==> src/rtl/pfe_pkg.sv <==
package pfe_pkg;
    typedef enum logic [2:0] {
        ST_IDLE = 3'd0,
        ST_PREP = 3'd1,
        ST_RD   = 3'd2,
        ST_WR   = 3'd3,
        ST_FIN  = 3'd4
    } fill_state_e;

    localparam int PIX_BITS  = 8;
    localparam int WORD_BITS = 32;
    localparam logic ROP_COPY = 1'b0;
    localparam logic ROP_XOR  = 1'b1;
endpackage

==> src/rtl/pfe_addr_gen.sv <==
module pfe_addr_gen #(
    parameter int XW   = 6,
    parameter int YW   = 5,
    parameter int PCW  = 5,
    parameter int IDW  = 2,
    parameter int FBAW = XW - 2 + YW,
    parameter int PAW  = IDW + 2 * PCW - 2
) (
    input  logic [XW-1:0]   dx,
    input  logic [YW-1:0]   dy,
    input  logic [XW-1:0]   cx,
    input  logic [YW-1:0]   cy,
    input  logic [IDW-1:0]  id,
    input  logic            is_bmp,
    input  logic [PCW-1:0]  px,
    input  logic [PCW-1:0]  py,
    output logic [FBAW-1:0] fb_addr,
    output logic [1:0]      fb_lane,
    output logic [PAW-1:0]  pat_addr,
    output logic [1:0]      pat_lane
);
    logic [XW-1:0] scr_x;
    logic [YW-1:0] scr_y;

    always_comb begin
        scr_x    = dx + cx;
        scr_y    = dy + cy;
        // word-per-row layout: row index above the word-within-row index
        fb_addr  = {scr_y, scr_x[XW-1:2]};
        fb_lane  = scr_x[1:0];
        // mask rows use the first word of each row slot
        pat_addr = {id, py, (is_bmp ? {(PCW-2){1'b0}} : px[PCW-1:2])};
        pat_lane = px[1:0];
    end
endmodule

==> src/rtl/pfe_pixel_alu.sv <==
module pfe_pixel_alu
    import pfe_pkg::*;
#(
    parameter int PCW = 5
) (
    input  logic                 is_bmp,
    input  logic                 rop,
    input  logic [PIX_BITS-1:0]  fg,
    input  logic [PIX_BITS-1:0]  bg,
    input  logic [WORD_BITS-1:0] pat_word,
    input  logic [PCW-1:0]       pat_bit,
    input  logic [1:0]           pat_lane,
    input  logic [WORD_BITS-1:0] fb_word,
    input  logic [1:0]           fb_lane,
    output logic [WORD_BITS-1:0] wdata,
    output logic [3:0]           be
);
    logic [PIX_BITS-1:0] src_pix;
    logic [PIX_BITS-1:0] dst_pix;
    logic [PIX_BITS-1:0] out_pix;

    always_comb begin
        if (is_bmp) src_pix = pat_word[pat_bit] ? fg : bg;
        else        src_pix = pat_word[{pat_lane, 3'b000} +: PIX_BITS];
        dst_pix = fb_word[{fb_lane, 3'b000} +: PIX_BITS];
        out_pix = (rop == ROP_XOR) ? (src_pix ^ dst_pix) : src_pix;
        wdata   = {4{out_pix}};
        be      = 4'b0001 << fb_lane;
    end
endmodule

==> src/rtl/pattern_fill_engine.sv <==
module pattern_fill_engine
    import pfe_pkg::*;
#(
    parameter int SCR_W   = 64,
    parameter int SCR_H   = 32,
    parameter int PAT_DIM = 32,
    parameter int PAT_NUM = 4,
    localparam int XW   = $clog2(SCR_W),
    localparam int YW   = $clog2(SCR_H),
    localparam int PCW  = $clog2(PAT_DIM),
    localparam int PDW  = PCW + 1,
    localparam int IDW  = $clog2(PAT_NUM),
    localparam int FBAW = XW - 2 + YW,
    localparam int PAW  = IDW + 2 * PCW - 2
) (
    input  logic            clk,
    input  logic            rst_n,
    input  logic            start,
    input  logic [IDW-1:0]  cmd_pat_id,
    input  logic            cmd_bitmap,
    input  logic            cmd_explicit,
    input  logic            cmd_rop,
    input  logic [XW-1:0]   cmd_dx,
    input  logic [YW-1:0]   cmd_dy,
    input  logic [XW:0]     cmd_w,
    input  logic [YW:0]     cmd_h,
    input  logic [PCW-1:0]  cmd_sx,
    input  logic [PCW-1:0]  cmd_sy,
    input  logic [PDW-1:0]  cmd_pw,
    input  logic [PDW-1:0]  cmd_ph,
    input  logic [7:0]      cmd_fg,
    input  logic [7:0]      cmd_bg,
    output logic            busy,
    output logic            done,
    output logic            pat_re,
    output logic [PAW-1:0]  pat_addr,
    input  logic [31:0]     pat_rdata,
    output logic            fb_re,
    output logic [FBAW-1:0] fb_raddr,
    input  logic [31:0]     fb_rdata,
    output logic            fb_we,
    output logic [FBAW-1:0] fb_waddr,
    output logic [31:0]     fb_wdata,
    output logic [3:0]      fb_be
);
    localparam int PXW = (XW > PDW) ? XW : PDW;
    localparam int PYW = (YW > PDW) ? YW : PDW;

    typedef struct packed {
        fill_state_e     st;
        logic [IDW-1:0]  id;
        logic            bmp;
        logic            rop;
        logic [XW-1:0]   dx;
        logic [YW-1:0]   dy;
        logic [XW:0]     w;
        logic [YW:0]     h;
        logic [PDW-1:0]  pw;
        logic [PDW-1:0]  ph;
        logic [7:0]      fg;
        logic [7:0]      bg;
        logic [XW-1:0]   cx;
        logic [YW-1:0]   cy;
        logic [PXW-1:0]  px;
        logic [PXW-1:0]  px0;
        logic [PYW-1:0]  py;
    } fill_regs_t;

    fill_regs_t r_d, r_q;

    logic [PXW-1:0]  px_inc, px_next;
    logic [PYW-1:0]  py_inc, py_next;
    logic            row_end, last_row, zero_cmd;
    logic [FBAW-1:0] word_addr;
    logic [1:0]      fb_lane, pat_lane;

    always_comb begin
        px_inc   = r_q.px + PXW'(1);
        px_next  = (px_inc == PXW'(r_q.pw)) ? '0 : px_inc;
        py_inc   = r_q.py + PYW'(1);
        py_next  = (py_inc == PYW'(r_q.ph)) ? '0 : py_inc;
        row_end  = ((XW+1)'(r_q.cx) + (XW+1)'(1)) == r_q.w;
        last_row = ((YW+1)'(r_q.cy) + (YW+1)'(1)) == r_q.h;
        zero_cmd = (cmd_w == '0) || (cmd_h == '0) || (cmd_pw == '0) || (cmd_ph == '0);

        r_d = r_q;
        case (r_q.st)
            ST_IDLE: begin
                if (start) begin
                    r_d.id  = cmd_pat_id;
                    r_d.bmp = cmd_bitmap;
                    r_d.rop = cmd_rop;
                    r_d.dx  = cmd_dx;
                    r_d.dy  = cmd_dy;
                    r_d.w   = cmd_w;
                    r_d.h   = cmd_h;
                    r_d.pw  = cmd_pw;
                    r_d.ph  = cmd_ph;
                    r_d.fg  = cmd_fg;
                    r_d.bg  = cmd_bg;
                    r_d.cx  = '0;
                    r_d.cy  = '0;
                    r_d.px  = cmd_explicit ? PXW'(cmd_sx) : PXW'(cmd_dx);
                    r_d.py  = cmd_explicit ? PYW'(cmd_sy) : PYW'(cmd_dy);
                    r_d.st  = zero_cmd ? ST_FIN : ST_PREP;
                end
            end
            ST_PREP: begin
                // reduce the starting tile coordinate by repeated subtraction
                if (r_q.px >= PXW'(r_q.pw)) begin
                    r_d.px = r_q.px - PXW'(r_q.pw);
                end else if (r_q.py >= PYW'(r_q.ph)) begin
                    r_d.py = r_q.py - PYW'(r_q.ph);
                end else begin
                    r_d.px0 = r_q.px;
                    r_d.st  = ST_RD;
                end
            end
            ST_RD: r_d.st = ST_WR;
            ST_WR: begin
                r_d.st = ST_RD;
                if (row_end) begin
                    r_d.cx = '0;
                    r_d.px = r_q.px0;
                    r_d.py = py_next;
                    if (last_row) r_d.st = ST_FIN;
                    else          r_d.cy = r_q.cy + YW'(1);
                end else begin
                    r_d.cx = r_q.cx + XW'(1);
                    r_d.px = px_next;
                end
            end
            ST_FIN:  r_d.st = ST_IDLE;
            default: r_d.st = ST_IDLE;
        endcase
    end

    always_ff @(posedge clk) begin
        if (!rst_n) r_q <= '0;
        else        r_q <= r_d;
    end

    pfe_addr_gen #(
        .XW(XW), .YW(YW), .PCW(PCW), .IDW(IDW), .FBAW(FBAW), .PAW(PAW)
    ) u_addr (
        .dx(r_q.dx), .dy(r_q.dy), .cx(r_q.cx), .cy(r_q.cy),
        .id(r_q.id), .is_bmp(r_q.bmp),
        .px(r_q.px[PCW-1:0]), .py(r_q.py[PCW-1:0]),
        .fb_addr(word_addr), .fb_lane(fb_lane),
        .pat_addr(pat_addr), .pat_lane(pat_lane)
    );

    pfe_pixel_alu #(.PCW(PCW)) u_alu (
        .is_bmp(r_q.bmp), .rop(r_q.rop), .fg(r_q.fg), .bg(r_q.bg),
        .pat_word(pat_rdata), .pat_bit(r_q.px[PCW-1:0]), .pat_lane(pat_lane),
        .fb_word(fb_rdata), .fb_lane(fb_lane),
        .wdata(fb_wdata), .be(fb_be)
    );

    assign busy     = (r_q.st != ST_IDLE);
    assign done     = (r_q.st == ST_FIN);
    assign pat_re   = (r_q.st == ST_RD);
    assign fb_re    = (r_q.st == ST_RD);
    assign fb_we    = (r_q.st == ST_WR);
    assign fb_raddr = word_addr;
    assign fb_waddr = word_addr;

    // tile coordinate is always inside the tile when it is fetched
    assert_tile_in_range_R1: assert property (@(posedge clk) disable iff (!rst_n)
        pat_re |-> (r_q.px < PXW'(r_q.pw)) && (r_q.py < PYW'(r_q.ph)));

    assert_single_lane_R6: assert property (@(posedge clk) disable iff (!rst_n)
        fb_we |-> ($countones(fb_be) == 1));

    assert_rmw_same_word_R7: assert property (@(posedge clk) disable iff (!rst_n)
        fb_we |-> ($past(fb_re) && ($past(fb_raddr) == fb_waddr)));

    assert_done_pulse_R8: assert property (@(posedge clk) disable iff (!rst_n)
        done |=> !done);

    assert_done_after_write_R8: assert property (@(posedge clk) disable iff (!rst_n)
        (done && $past(busy)) |-> ($past(fb_we) || $past(r_q.st == ST_IDLE)));

    assert_zero_quick_R9: assert property (@(posedge clk) disable iff (!rst_n)
        (start && !busy && ((cmd_w == '0) || (cmd_h == '0) || (cmd_pw == '0) || (cmd_ph == '0)))
        |=> (done && !fb_we));

    assert_stay_busy_R10: assert property (@(posedge clk) disable iff (!rst_n)
        (busy && !done) |=> busy);
endmodule

==> config.mk <==
export PLATFORM = sky130hd
export DESIGN_NAME = pattern_fill_engine
export DESIGN_NICKNAME = d
export VERILOG_FILES = /design/src/rtl/pfe_pkg.sv /design/src/rtl/pfe_addr_gen.sv /design/src/rtl/pfe_pixel_alu.sv /design/src/rtl/pattern_fill_engine.sv
export SDC_FILE = /design/constraint.sdc
export NUM_CORES = 1
export LEC_CHECK = 0
export ABC_AREA = 1
export BUFFER_PORTS_ARGS = -buffer_cell sky130_fd_sc_hd__buf_2
export CORE_MARGIN = 4
export CORE_UTILIZATION = 49
export DETAILED_ROUTE_END_ITERATION = 10
export PLACE_DENSITY = 0.86
export SKIP_CTS_REPAIR_TIMING = 1
export SYNTH_ARGS = -nofsm -noshare
export SYNTH_HDL_FRONTEND = slang
export SYNTH_HIERARCHICAL = 1
export SYNTH_SLANG_ARGS = --single-unit
==> constraint.sdc <==
create_clock -name clk -period 2.4 [get_ports clk]
set_clock_uncertainty 0.15 [all_clocks]
set_input_delay 0.12 -clock clk [delete_from_list [all_inputs] [get_ports clk]]
set_output_delay 0.12 -clock clk [all_outputs]
set_load 0.005 [all_outputs]
==> reports/summary.txt, run 1 <==
Status = finished, violations left
Failing checks = hold timing, setup timing
Num ports = 203
Fin crit share = 115%
Mean Syn Cell Area = 6.18 sq um
Total CTS buffers = 9
Cell Int Power = 5.11 mW
Hold Fails Final Rpt = 9
Number of enable flip-flop cells after synthesis = 0
Yosys synthesis warning count = 6
Syn Nets = 1,339
Register area share after synthesis = 24.2%
Sequential power share = 22.3%
Dpl cell area = 8200 sq um
DR vias = 8,401
Drt pass-1 iters = 5
FF/Latch Area = 1770 sq um
Number of flip-flops in the largest register = 88
Worst-case clock buffer depth = 2
Wirelength per Cell = 15.2 um
First-pass GRT wire length = 33.8 mm
Root buffer selected by CTS = clkbuf_16
Crit-path max FO = 9
GR Overflow Total = 0
Largest family of logic cells by synthesized area = simple AND/OR/NAND/NOR gates
Drt via density = 5.32
Routed WL = 24.0 mm
Leak = 4.63 nW
Height of the die = 130 um
Worst Path Arrival = 2490 ps
Initial drt markers = 681
Clock share of power = 15.6%
CTS tree = built
Worst-skew pair later-pin latency = 350 ps
Compound-Gate Fraction of Synth Area = 13.0%
Share of total power in combinational logic = 62.1%
Worst slew pin tran = 532 ps
Worst EP required = 2130 ps
Crit end category = output pin
Achievable Freq = 362 MHz
Hold Path Depth = 3
Core area = 14,500 sq um
GRT Total Usage = 25.0%
FF-to-FF End = r_q[14]
Number of remaining DRC errors = 0
Diode count = 0
Sw Share = 46.6%
Nets = 1,554
Reg2Reg Depth = 14
Worst slack, placed = -167 ps
Largest net degree at the start of global routing = 46
Hold Crit Class = in -> reg
Maximum VDD drop = 0.594 mV
P_sw = 4.45 mW
Yosys cell types = 43
DRT antenna net count = 0
Multi-input logic area = 4580 sq um
Top_reg_cell synth = dfxtp_1
R2r setup slk = 140 ps
Top reg by flops = r_q
Port Buf Inserts = 202
Die ar. = 16,800 sq um
Setup tns final = -10,630 ps
Vias in the first global route = 7,214
Fillcell total = 1,253
Initial Util = 50.0%
Commonest cells after routing, fill and taps aside = 237 x nand2_1, 186 x buf_2, 169 x nor2_1
CTS clock-pin slew for the worst setup and hold paths = 70 ps
Post-DP HPWL = 17.3 mm
Area growth from synthesis to layout = 28.5%
Setup ws final = -362 ps
H-tree depth = 3
Post-layout min period = 2760 ps
Biggest regs = r_q: 88 flops
Hold Path End = r_q[69]
Post-Synth Adder-Cell Area = 5.41%
Syn Inst Count = 1,176
Routability cong. = 0.937
Slew Viols, Final = 0
Crit start category = flop
R2r startpoint = r_q[12]
Mux contribution to synthesized area = 0%
Max-Cap Viols = 0
Initial antenna violation count = 0
# rows = 44
Layout cells sized above 1 = 25.6%
Final Instance Area = 9340 sq um
Synth Cell Area = 7270 sq um
CTS Sinks = 88
Die Wd = 130 um
Worst Min Path Start = cmd_w[6]
RSZ-0062 raised after global routing = yes
FF+latch count, synth = 88
P per Cell Area = 1020 nW/um^2
Final setup viols = 32
Worst slew margin = 64.1%
Synth Area in Simple Gates = 40.1%
Worst Path Class, Setup = reg -> out
Post-synthesis xor/xnor area fraction = 2.39%
Most common cell after layout, fill and taps aside = nand2_1
Post-synth ARST share = 0%
Worst hold slack = -53.7 ps
-- Yosys cell counts (2+ instances only) --
cell type / count / share of area [%]
buf_6: 3 / 0.46
buf_2: 5 / 0.34
a21o_1: 2 / 0.21
nand3_4: 4 / 0.96
nand3b_1: 6 / 0.62
fa_1: 4 / 1.1
nand3_1: 132 / 9.1
xor2_1: 15 / 1.8
o21ai_0: 91 / 6.3
nor2_2: 4 / 0.34
inv_2: 5 / 0.26
a21oi_1: 66 / 4.5
clkbuf_1: 27 / 1.4
nor3_1: 9 / 0.62
nand2_4: 3 / 0.46
a221oi_1: 8 / 0.96
nand2_8: 2 / 0.55
nor2_4: 4 / 0.62
buf_4: 46 / 4.8
nand2_2: 23 / 2.0
xnor2_1: 3 / 0.36
o21ai_1: 4 / 0.28
a31oi_1: 3 / 0.26
dfxtp_1: 88 / 24
nand2_1: 246 / 13
inv_1: 133 / 6.9
nor4_1: 4 / 0.34
nand3_2: 7 / 0.96
nand4_1: 12 / 1.0
nor2_1: 173 / 8.9
or2_2: 3 / 0.26
o22ai_1: 2 / 0.17
nor2_8: 2 / 0.55
clkinv_1: 4 / 0.21
ha_1: 25 / 4.3
-- metal layers --
metal / GRT usage (%) / share of wire, %
met5: 0 / 0
met4: 8.25 / 2.5
met3: 3.81 / 8.2
met2: 44.4 / 50
met1: 30.8 / 39
-- through the flow --
| step | util (%) | hold WS, ps | cells | power, mW |
|---|---|---|---|---|
| 2_1_floorplan | - | 105 | 1176 | 6.27 |
| 3_3_place_gp | 56.4 | 192 | 1508 | 7.28 |
| 3_5_place_dp | 56.4 | 202 | 1508 | 7.37 |
| 4_1_cts | 58.6 | -161 | 1524 | 8.86 |
| 5_1_grt | 64.3 | -2.12 | 1580 | 10.4 |
| 6_report | 64.3 | -53.7 | 1580 | 9.57 |
-- power by group through the flow --
stage | Combinational (mW) | Clock, mW | Sequential [mW]
floorplan | 4.17 | 0 | 2.10
global placement | 5.15 | 0 | 2.13
detailed placement | 5.23 | 0 | 2.14
CTS | 5.25 | 1.50 | 2.11
global route | 6.63 | 1.57 | 2.18
finish | 5.94 | 1.49 | 2.14
-- worst max-delay path by stage --
stage	startpoint	endpoint	slack, ps	cells past startpoint
3_3_place_gp	r_q[75]	fb_wdata[10]	-90	13
5_1_grt	r_q[23]	fb_wdata[7]	-490	13
3_5_place_dp	r_q[75]	fb_wdata[26]	-170	13
6_report	r_q[23]	fb_wdata[12]	-360	11
4_1_cts	r_q[75]	fb_wdata[26]	-550	13
2_1_floorplan	r_q[23]	fb_wdata[10]	60	13
-- worst max-delay path, stage by stage, from the launching register on --
cell and delay [ps]:
dfxtp_2 340, ha_4 160, fa_2 630, nor2_1 80
buf_6 150, a221oi_2 270, nor2_1 90, inv_1 70
nand3_1 70, nand2_1 60, inv_1 70, buf_2 140
-- cells by family after synthesis --
group | count (synthesis)
simple gates | 635
buf+inv | 226
compound gates | 179
flops | 88
fa+ha+maj | 29
xor+xnor | 19
-- cell type report --
| class | instances | share of cell area, % |
|---|---|---|
| clock buffer | 10 | 2.56 |
| clock inverter | 6 | 0.804 |
| inverter | 143 | 5.88 |
| multi-input combinational | 863 | 49.0 |
| sequential | 88 | 19.0 |
| tap | 184 | 2.46 |
| timing repair buffer | 284 | 20.1 |
| timing repair inverter | 2 | 0.161 |
Note: power is estimated with default switching activity, not from simulation.
==> inputs of run 2 (changes only) <==
Settings changed: RECOVER_POWER from default to 50.
==> run 2 against run 1 <==
The run still ends with hold timing, setup timing left. Critical endpoint unchanged. Die area unchanged. Combinational power about the same. Setup slack barely moved. Total power is 0.29% lower.
==> reports/summary.txt, run 2 (same netlist as run 1, synthesis figures left out) <==
Routability cong. = 0.937
H-tree depth = 3
Fin util = 64.1%
Core area = 14,500 sq um
Clock share of power = 15.6%
Most common cell after layout, fill and taps aside = nand2_1
Crit start category = flop
GR Overflow Total = 0
Port Buf Inserts = 202
Maximum VDD drop = 0.594 mV
FF-to-FF End = r_q[23]
Hold Path End = r_q[69]
Hold Path Depth = 3
Drt via density = 5.33
Num ports = 203
Number of remaining DRC errors = 0
P_sw = 4.45 mW
Hold Fails Final Rpt = 8
Status = finished, violations left
CTS Sinks = 88
Initial Util = 50.0%
Worst hold slack = -53.2 ps
# rows = 44
CTS clock-pin slew for the worst setup and hold paths = 70 ps
Hold Crit Class = in -> reg
R2r startpoint = r_q[86]
Worst slew margin = 53.8%
Worst slack, placed = -167 ps
Post-DP HPWL = 17.3 mm
P per Cell Area = 1020 nW/um^2
Worst-skew pair later-pin latency = 350 ps
Initial antenna violation count = 0
Area growth from synthesis to layout = 28.2%
Post-layout min period = 2760 ps
DR vias = 8,419
Setup tns final = -11,270 ps
Wirelength per Cell = 15.2 um
Biggest regs = r_q: 88 flops
Sw Share = 46.7%
Setup ws final = -362 ps
Crit end category = output pin
Worst Path Arrival = 2490 ps
Initial drt markers = 717
Final setup viols = 39
Number of flip-flops in the largest register = 88
Worst-case clock buffer depth = 2
Total CTS buffers = 9
Drt pass-1 iters = 7
Crit-path max FO = 9
Share of total power in combinational logic = 62.0%
Height of the die = 130 um
First-pass GRT wire length = 33.8 mm
Sequential power share = 22.4%
Fillcell total = 1,265
Achievable Freq = 362 MHz
Vias in the first global route = 7,214
Worst Min Path Start = cmd_w[6]
Fin crit share = 115%
Worst EP required = 2130 ps
Layout cells sized above 1 = 24.6%
Largest net degree at the start of global routing = 46
Routed WL = 24.0 mm
GRT Total Usage = 25.0%
RSZ-0062 raised after global routing = yes
Die ar. = 16,800 sq um
Reg2Reg Depth = 9
Root buffer selected by CTS = clkbuf_16
Die Wd = 130 um
Leak = 4.59 nW
Failing checks = hold timing, setup timing
Max-Cap Viols = 0
Commonest cells after routing, fill and taps aside = 237 x nand2_1, 179 x buf_2, 170 x nor2_1
Top reg by flops = r_q
Cell Int Power = 5.09 mW
Crit path launch = r_q[23]
Slew Viols, Final = 0
Worst slew pin tran = 693 ps
DRT antenna net count = 0
CTS tree = built
Worst Path Class, Setup = reg -> out
Nets = 1,554
R2r setup slk = -140 ps
run 2: cell count changes in the layout (fill, tap and decap cells not counted), sizes merged:
cell	delta
inv	-2
buf	-12
diode	+1
clkbuf	+12
clkinv	+2
run 2: power groups by stage:
stage	logic (mW)	registers, mW	clock network [mW]
after floorplan	4.17	2.10	0
after global placement	5.15	2.13	0
after detailed placement	5.23	2.14	0
after CTS	5.25	2.11	1.50
after global routing	6.60	2.18	1.57
final	5.91	2.14	1.49
run 2: area by class of cell:
class / count / area, sq um / share of cell area, %
clock buffers: 10 / 239 / 2.57
diodes: 1 / 2.50 / 0.0269
repair inverters: 2 / 15.0 / 0.161
repair buffers: 284 / 1860 / 20.0
inverters: 143 / 549 / 5.90
flip-flops and latches: 88 / 1770 / 19.0
clock inverters: 6 / 75.1 / 0.806
multi-input cells: 863 / 4580 / 49.1
well taps: 184 / 230 / 2.47
run 2: routing by layer:
layer	share of wire [%]	vias to the layer above	GRT usage [%]
met5	0	-	0
met4	2.3	0	8.25
met3	8.5	50	3.81
met2	50	384	44.4
met1	39	3785	30.8
li1	-	4200	-
run 2: worst max-delay path by stage:
stage | to | slack (ps) | cells after the start
finish | fb_wdata[12] | -360 | 11
global route | fb_wdata[7] | -490 | 13
CTS | fb_wdata[26] | -550 | 13
detailed placement | fb_wdata[26] | -170 | 13
global placement | fb_wdata[10] | -90 | 13
floorplan | fb_wdata[10] | 60 | 13
run 2: critical path, cell delays in order, from the launching register on:
cell	delay (ps)
dfxtp_2	340
ha_4	160
fa_2	630
nor2_1	80
buf_6	150
a221oi_2	270
nor2_1	90
inv_1	70
nand3_1	70
nand2_1	60
inv_1	70
buf_2	140
run 2: metrics by stage:
| step | instances | area, sq um | hold slack, ps | power (mW) |
|---|---|---|---|---|
| 2_1_floorplan | 1176 | 7270 | 105 | 6.27 |
| 3_3_place_gp | 1508 | 8200 | 192 | 7.28 |
| 3_5_place_dp | 1508 | 8200 | 202 | 7.37 |
| 4_1_cts | 1524 | 8510 | -161 | 8.86 |
| 5_1_grt | 1580 | 9310 | -2.12 | 10.4 |
| 6_report | 1581 | 9320 | -53.2 | 9.54 |
==> inputs of run 3 (changes only) <==
Settings changed: SETUP_SLACK_MARGIN from default to 0.05.
==> run 3 against run 2 <==
Die area unchanged. The run still ends with hold timing, setup timing left. Sequential share of layout area decreased by 0.13 points. Critical path type unchanged. Via count grew 0.88%. Highest routed layer unchanged. Clock-buffer cell count unchanged. Setup slack lost 2.7 ps. Cell count hardly changed. Sequential cell count unchanged. Routed wire length up 1.4%. Cell area grew 0.68%. Maximum frequency is essentially flat.
==> reports/summary.txt, run 3 (same netlist as run 1, synthesis figures left out) <==
Status = finished, violations left
Failing checks = hold timing, setup timing
DR vias = 8,493
CTS clock-pin slew for the worst setup and hold paths = 70 ps
Slew Viols, Final = 0
Number of flip-flops in the largest register = 88
CTS tree = built
Max-Cap Viols = 0
Die ar. = 16,800 sq um
Worst slew margin = 53.5%
DRT antenna net count = 0
Worst EP required = 2130 ps
R2r startpoint = r_q[86]
RSZ-0062 raised after global routing = yes
Largest net degree at the start of global routing = 46
Achievable Freq = 362 MHz
# rows = 44
Die Wd = 130 um
P per Cell Area = 1020 nW/um^2
Commonest cells after routing, fill and taps aside = 235 x nand2_1, 179 x buf_2, 167 x nor2_1
R2r setup slk = -170 ps
Crit path launch = r_q[23]
H-tree depth = 3
Hold Fails Final Rpt = 8
Worst-case clock buffer depth = 2
Fin crit share = 115%
Nets = 1,556
Port Buf Inserts = 202
Maximum VDD drop = 0.597 mV
Worst hold slack = -52.6 ps
Wirelength per Cell = 15.4 um
Num ports = 203
Worst Path Arrival = 2490 ps
Layout cells sized above 1 = 25.3%
Area growth from synthesis to layout = 29.1%
Drt via density = 5.37
Crit end category = output pin
Setup crit end = fb_wdata[12]
Worst-skew pair later-pin latency = 350 ps
Fillcell total = 1,248
Reg2Reg Depth = 9
Routability cong. = 0.937
Top reg by flops = r_q
Setup ws final = -365 ps
Final Instance Area = 9380 sq um
Height of the die = 130 um
Post-layout min period = 2760 ps
Worst slew pin tran = 698 ps
Post-DP HPWL = 17.3 mm
Drt pass-1 iters = 7
First-pass GRT wire length = 33.8 mm
PnR Total Power = 9.61 mW
CTS Sinks = 88
Root buffer selected by CTS = clkbuf_16
Total CTS buffers = 9
Worst Path Class, Setup = reg -> out
GRT Total Usage = 25.0%
FF-to-FF End = r_q[23]
GR Overflow Total = 0
Initial antenna violation count = 0
Hold Crit Class = in -> reg
Setup tns final = -11,570 ps
Initial drt markers = 687
Final setup viols = 39
Leak = 4.62 nW
Biggest regs = r_q: 88 flops
Most common cell after layout, fill and taps aside = nand2_1
Routed WL = 24.3 mm
Vias in the first global route = 7,214
Dpl cell area = 8200 sq um
Crit start category = flop
Crit-path max FO = 9
Diode count = 0
Initial Util = 50.0%
Number of remaining DRC errors = 0
Core area = 14,500 sq um
[run 3: changes by cell type in the layout (fill, tap and decap cells not counted), sizes merged]
| cell | change |
|---|---|
| buf | +1 |
| clkbuf | +1 |
| clkinv | -1 |
| diode | -1 |
| inv | +1 |
[run 3: layout make-up]
class                           instances  area, sq um  area share (%)
Multi-Input combinational cell        863         4620            49.3
Timing Repair Buffer                  286         1880            20.0
Sequential cell                        88         1770            18.9
Inverter                              143          549            5.86
Clock buffer                           10          239            2.55
Tap cell                              184          230            2.45
Clock inverter                          6         75.1           0.800
Timing Repair inverter                  2         15.0           0.160
[run 3: critical path, cell delays in order, from the launching register on]
cell      delay (ps)
dfxtp_2          340
ha_4             160
fa_2             630
nor2_1            80
buf_6            150
a221oi_2         270
nor2_1            90
inv_1             70
nand3_1           70
nand2_1           60
inv_1             70
buf_2            140
[run 3: worst min path at each step]
stage / to / cells after the start / startpoint
floorplan: r_q[71] / 2 / cmd_dy[1]
global placement: r_q[82] / 3 / cmd_bitmap
detailed placement: r_q[30] / 3 / cmd_bg[1]
CTS: r_q[30] / 3 / cmd_bg[1]
global route: r_q[68] / 3 / cmd_w[5]
finish: r_q[69] / 3 / cmd_w[6]
[run 3: power by group]
group | internal (mW) | total [mW] | switching [mW]
Combinational | 2.42 | 5.98 | 3.56
Sequential | 1.83 | 2.14 | 0.302
Clock | 0.851 | 1.50 | 0.647
[run 3: per-stage QoR]
stage,setup slack [ps],util [%],cells,hold slack [ps]
floorplan,57.8,-,1176,105
finish,-365,64.5,1582,-52.6
global placement,-89.5,56.4,1508,192
CTS,-552,58.6,1524,-161
detailed placement,-167,56.4,1508,202
global route,-487,64.5,1582,-2.16
[run 3: layer usage]
metal / track usage, % / vias to the layer above / wire length (um) / share of wire [%]
met1: 30.8 / 3819 / 9520 / 39
met2: 44.4 / 414 / 12200 / 50
met3: 3.81 / 64 / 2000 / 8.2
li1: - / 4196 / - / -
met5: 0 / - / 0 / 0
met4: 8.25 / 0 / 635 / 2.6
